$ cat src/rtl/b2b_mii_pkg.sv
package b2b_mii_pkg;

  // Which bus feeds a receive output
  typedef enum logic [1:0] {
    SRC_PEER = 2'd0,
    SRC_SELF = 2'd1,
    SRC_ZERO = 2'd2
  } rx_src_e;

  // Per-side mode request bits
  typedef struct packed {
    logic pwr_dn;
    logic isolate;
    logic loopback;
    logic col_test;
  } side_mode_t;

  localparam int unsigned NUM_SIDES = 2;

endpackage

$ cat src/rtl/b2b_mii_mode_dec.sv
module b2b_mii_mode_dec
  import b2b_mii_pkg::*;
#(
  parameter int unsigned N_SIDES = NUM_SIDES
) (
  input  side_mode_t mode_i [N_SIDES],
  output rx_src_e    src_o,
  output logic       link_down_o
);

  logic any_kill;
  logic any_loop;
  logic any_ctst;

  always_comb begin
    any_kill = 1'b0;
    any_loop = 1'b0;
    any_ctst = 1'b0;
    for (int s = 0; s < int'(N_SIDES); s++) begin
      any_kill = any_kill | mode_i[s].pwr_dn | mode_i[s].isolate;
      any_loop = any_loop | mode_i[s].loopback;
      any_ctst = any_ctst | mode_i[s].col_test;
    end
  end

  // Priority: kill (zeros) > loopback > collision-test only (zeros) > peer
  always_comb begin
    if (any_kill)      src_o = SRC_ZERO;
    else if (any_loop) src_o = SRC_SELF;
    else if (any_ctst) src_o = SRC_ZERO;
    else               src_o = SRC_PEER;
  end

  assign link_down_o = any_kill | any_loop | any_ctst;

  always_comb begin
    // peer routing only ever chosen with the link up
    p_peer_only_when_up_r5: assert (!(src_o == SRC_PEER && link_down_o))
      else $error("peer source selected while link down");
  end

endmodule

$ cat src/rtl/b2b_mii_rx_sel.sv
module b2b_mii_rx_sel
  import b2b_mii_pkg::*;
#(
  parameter int unsigned BUS_W = 6
) (
  input  logic [BUS_W-1:0] own_tx_i,
  input  logic [BUS_W-1:0] peer_tx_i,
  input  rx_src_e          src_i,
  output logic [BUS_W-1:0] rx_o
);

  always_comb begin
    unique case (src_i)
      SRC_PEER: rx_o = peer_tx_i;
      SRC_SELF: rx_o = own_tx_i;
      default:  rx_o = '0;
    endcase
  end

endmodule

$ cat src/rtl/b2b_mii_cs_col.sv
module b2b_mii_cs_col (
  input  logic tx_en_i,
  input  logic col_test_i,
  input  logic link_down_i,
  output logic crs_o,
  output logic col_o
);

  assign crs_o = link_down_i | tx_en_i;
  assign col_o = col_test_i;

endmodule

$ cat src/rtl/b2b_mii_xpoint.sv
module b2b_mii_xpoint
  import b2b_mii_pkg::*;
#(
  parameter int unsigned DATA_W = 4
) (
  input  logic [DATA_W-1:0] a_txd,
  input  logic              a_tx_en,
  input  logic              a_tx_er,
  input  logic              a_pwr_dn,
  input  logic              a_isolate,
  input  logic              a_loopback,
  input  logic              a_col_test,
  input  logic [DATA_W-1:0] b_txd,
  input  logic              b_tx_en,
  input  logic              b_tx_er,
  input  logic              b_pwr_dn,
  input  logic              b_isolate,
  input  logic              b_loopback,
  input  logic              b_col_test,
  output logic [DATA_W-1:0] a_rxd,
  output logic              a_rx_dv,
  output logic              a_rx_er,
  output logic              a_crs,
  output logic              a_col,
  output logic [DATA_W-1:0] b_rxd,
  output logic              b_rx_dv,
  output logic              b_rx_er,
  output logic              b_crs,
  output logic              b_col,
  output logic              link_down
);

  localparam int unsigned BUS_W = DATA_W + 2;
  localparam int unsigned EN_B  = DATA_W;
  localparam int unsigned ER_B  = DATA_W + 1;

  logic [BUS_W-1:0] tx_bus [NUM_SIDES];
  logic [BUS_W-1:0] rx_bus [NUM_SIDES];
  side_mode_t       mode   [NUM_SIDES];
  logic             crs_v  [NUM_SIDES];
  logic             col_v  [NUM_SIDES];
  rx_src_e          src;
  logic             ld;

  assign tx_bus[0] = {a_tx_er, a_tx_en, a_txd};
  assign tx_bus[1] = {b_tx_er, b_tx_en, b_txd};
  assign mode[0]   = '{pwr_dn: a_pwr_dn, isolate: a_isolate,
                       loopback: a_loopback, col_test: a_col_test};
  assign mode[1]   = '{pwr_dn: b_pwr_dn, isolate: b_isolate,
                       loopback: b_loopback, col_test: b_col_test};

  b2b_mii_mode_dec #(.N_SIDES(NUM_SIDES)) u_dec (
    .mode_i      (mode),
    .src_o       (src),
    .link_down_o (ld)
  );

  for (genvar s = 0; s < int'(NUM_SIDES); s++) begin : g_side
    localparam int unsigned PEER = (s == 0) ? 1 : 0;

    b2b_mii_rx_sel #(.BUS_W(BUS_W)) u_sel (
      .own_tx_i  (tx_bus[s]),
      .peer_tx_i (tx_bus[PEER]),
      .src_i     (src),
      .rx_o      (rx_bus[s])
    );

    b2b_mii_cs_col u_cc (
      .tx_en_i     (tx_bus[s][EN_B]),
      .col_test_i  (mode[s].col_test),
      .link_down_i (ld),
      .crs_o       (crs_v[s]),
      .col_o       (col_v[s])
    );
  end

  assign a_rxd     = rx_bus[0][DATA_W-1:0];
  assign a_rx_dv   = rx_bus[0][EN_B];
  assign a_rx_er   = rx_bus[0][ER_B];
  assign b_rxd     = rx_bus[1][DATA_W-1:0];
  assign b_rx_dv   = rx_bus[1][EN_B];
  assign b_rx_er   = rx_bus[1][ER_B];
  assign a_crs     = crs_v[0];
  assign b_crs     = crs_v[1];
  assign a_col     = col_v[0];
  assign b_col     = col_v[1];
  assign link_down = ld;

  always_comb begin
    if (!ld) begin
      // idle modes cross the buses over
      p_cross_a_r1: assert (rx_bus[0] == tx_bus[1])
        else $error("side A rx not fed by side B tx");
      p_cross_b_r1: assert (rx_bus[1] == tx_bus[0])
        else $error("side B rx not fed by side A tx");
      // carrier follows own enable while link is up
      p_crs_own_r7: assert (crs_v[0] == tx_bus[0][EN_B] && crs_v[1] == tx_bus[1][EN_B])
        else $error("carrier sense not tracking own enable");
    end
    if (mode[0].pwr_dn | mode[0].isolate | mode[1].pwr_dn | mode[1].isolate) begin
      // kill modes silence both receive buses
      p_kill_zero_r2: assert (rx_bus[0] == '0 && rx_bus[1] == '0)
        else $error("receive bus not zero under power-down/isolate");
    end
    if (ld) begin
      // carrier forced on both sides while down
      p_crs_forced_r6: assert (crs_v[0] && crs_v[1])
        else $error("carrier sense low while link down");
    end
    // collision mirrors own test bit only
    p_col_own_r8: assert (col_v[0] == mode[0].col_test && col_v[1] == mode[1].col_test)
      else $error("collision not tracking own test bit");
  end

endmodule

$ cat config.mk
export PLATFORM = sky130hd
export DESIGN_NAME = b2b_mii_xpoint
export DESIGN_NICKNAME = d
export VERILOG_FILES = /design/src/rtl/b2b_mii_pkg.sv /design/src/rtl/b2b_mii_mode_dec.sv /design/src/rtl/b2b_mii_rx_sel.sv /design/src/rtl/b2b_mii_cs_col.sv /design/src/rtl/b2b_mii_xpoint.sv
export SDC_FILE = /design/constraint.sdc
export NUM_CORES = 1
export LEC_CHECK = 0
export ABC_AREA = 1
export BUFFER_PORTS_ARGS = -buffer_cell sky130_fd_sc_hd__buf_2
export CAP_MARGIN = 20
export CORE_AREA = 2 2 39 41
export DETAILED_ROUTE_END_ITERATION = 8
export DIE_AREA = 0 0 41 43
export PLACE_DENSITY = 0.61
export SLEW_MARGIN = 20
export SYNTH_ARGS = -nofsm -noshare
export SYNTH_HDL_FRONTEND = slang
export SYNTH_SLANG_ARGS = --single-unit
$ cat constraint.sdc
create_clock -name vclk -period 0.8
set_input_delay 0.08 -clock vclk [all_inputs]
set_output_delay 0.08 -clock vclk [all_outputs]
set_load 0.02 [all_outputs]
==> flow_summary.yaml <==
finish:
  final_design_instance_area_without_fill_um2: 586.8
  filler_cell_count: 154
  final_net_count: 111
  final_layout_size_suffix_gt1_frac: 0.6629
  ff_latch_count: 0
  multi_input_comb_area_um2: 235.2
  seqCellArea_um2: 0
  layout_common_cells: "27 x sky130_fd_sc_hd__nand2_1, 23 x sky130_fd_sc_hd__buf_2, 14 x sky130_fd_sc_hd__buf_6, 13 x sky130_fd_sc_hd__nand2_2"
  clock_buffers: 0
  antenna_cells: 0
  final_cell_count_no_fill: 105
  synthToLayoutAreaGrowth_pct: 148.1
  layout.cells.most_common: "sky130_fd_sc_hd__nand2_1"
grt:
  first_global_vias: 323
  met2_usage: 0.1719
  grt_max_degree: 16
  grt-ovfl-total: 0
  grt.met3_usage: 0
  grt_antenna_before_repair: 0
  track_usage: 0.08591
  gr-max-usage-layer: "met2"
  grt_pass1_wl_um: 1152
  global_route.usage.met1: 0.09810
synthesis:
  syn-num-nets: 73
  synthesis.area_per_instance_um2: 4.462
  complex_gate_fraction_of_the_synthesized_area: 0
  netlist_area_um2: 236.5
  main_combinational_cell_family_by_area_after_synthesis: "simple AND/OR/NAND/NOR gates"
  number_of_standard_cells_after_synthesis: 53
  yosysSeqAreaShare: 0
  synthesized_area_fraction_occupied_by_and_or_nand_nor_cells: 0.7937
  synth.yosys.warnings: 0
  yosys.area_share.xor_xnor: 0
  yosysUniqueCellTypes: 8
  synth-adder-area-share: 0
  synthMuxAreaShare: 0
critical_path:
  cp-end-kind: "output pin"
  path_class: "in -> out"
  crit_arrival_ps: 870
  critical_path_peak_fanout: 15
  critical_path.startpoint_type: "input port"
  crit_required_ps: 720
sta:
  max_freq_ghz: 1.055
  grt_setup_unrepaired: "yes"
  hold_slack_ps: 408.0
  hold_violation_total_from_the_final_report: 0
  portion_of_the_clock_cycle_consumed_by_the_worst_path_in_the_final_layout: 1.185
  final-setup-viol-count: 15
  timing_max_transition_violations_final: 0
  post-route-worst-setup-slack_ps: -148.2
  tightest_slew_ps: 119.2
  min_period_ps: 948.2
  relSlewSlack: 0.9202
flow_run:
  timing.max_cap.violations: 0
placed_design:
  port_buffers: 37
  detailed_place.area_um2: 474.2
  global_placement_routability_congestion: 0.6061
  dp_cells: 104
  detailed_place_hpwl_um: 651.6
min_path:
  hold-path-cell-count: 2
  hold_start: "b_col_test"
  class_of_the_most_critical_hold_timing_path: "in -> out"
  whs_endpoint: "b_col"
floorplanning:
  io-pin-count: 37
  rows: 14
  floorplan.die.height_um: 43
  die_area_um2: 1763
  floorplan.initialDensity: 0.1709
  die_width_um: 41
  design.core.area_um2: 1384
power_and_ir_drop:
  power.density_nw_per_um2: 261.8
  p_leak_nw: 0.3170
  peakVddDrop_mv: 0.1153
run_status:
  outcome: "complete, but fails checks"
  violations: "setup timing"
detailed_routing:
  initialDrtViolationCount: 0
  dr.pass1.iters: 1
  drt_wl_total_um: 783
  drcViolationCount: 0
  avgRoutedWirePerCell_um: 7.457
  post_drt_via_cell_ratio: 4.048
  num_vias: 425
  final_antenna_net_count: 0
clocking:
  cts_hold_buffers: 0
cell type report:
class	count	share of cell area
Timing Repair Buffer	40	0.5458
Inverter	3	0.01919
Tap cell	16	0.03412
Multi-Input combinational cell	46	0.4009
per-layer routing:
layer | vias to the layer above | wire (µm)
li1 | 224 | -
met1 | 175 | 287
met2 | 26 | 412
met3 | 0 | 83
met4 | 0 | 0
met5 | - | 0
metrics by stage:
step	setup TNS [ps]	util	setup WS, ps	power [mW]
after global placement	-2716	0.3427	-199.9	0.1267
after global routing	-2870	0.4241	-219.0	0.1676
after CTS	-2536	0.4024	-187.4	0.1462
final	-1979	0.4241	-148.2	0.1536
after detailed placement	-2911	0.3427	-215.5	0.1294
after floorplan	0	-	1.066	0.05786
power by group:
group          internal, mW  total [mW]  switching, mW
sequential                0           0              0
clock                     0           0              0
combinational        0.0773       0.154         0.0763
total                0.0773       0.154         0.0763
worst max-delay path by stage:
stage / depth (start not counted) / slack, ps / to / from
CTS: 8 / -190 / a_rxd[0] / b_loopback
finish: 8 / -150 / b_rxd[2] / b_col_test
detailed placement: 8 / -220 / a_rxd[1] / b_isolate
global route: 8 / -220 / b_rxd[3] / b_col_test
floorplan: 6 / 1 / a_rxd[0] / b_loopback
global placement: 8 / -200 / b_rx_er / a_isolate
Yosys cell counts:
cell type	count	area (µm²)
sky130_fd_sc_hd__nor2_1	3	11.26
sky130_fd_sc_hd__buf_4	2	15.01
sky130_fd_sc_hd__inv_1	3	11.26
sky130_fd_sc_hd__buf_6	2	22.52
sky130_fd_sc_hd__nor2_2	2	12.51
sky130_fd_sc_hd__nor2_4	1	11.26
sky130_fd_sc_hd__nand2_2	1	6.260
sky130_fd_sc_hd__nand2_1	39	146.4
worst max-delay path, stage by stage:
cell and delay, ps:
sky130_fd_sc_hd__buf_2 110, sky130_fd_sc_hd__nor2_2 110, sky130_fd_sc_hd__nand2_2 70, sky130_fd_sc_hd__nor2_4 120
sky130_fd_sc_hd__buf_12 140, sky130_fd_sc_hd__nand2_1 50, sky130_fd_sc_hd__nand2_1 70, sky130_fd_sc_hd__buf_6 120
kinds of logic after synthesis:
family,after synthesis
simple gates,46
buf+inv,7
repair_timing:
item | in CTS | in global routing
pin swaps | 0 | 2
gates resized for setup | 26 | 8
buffers inserted | 0 | 1
setup endpoints to repair | 15 | 15
Power figures use the tool's default switching activity.
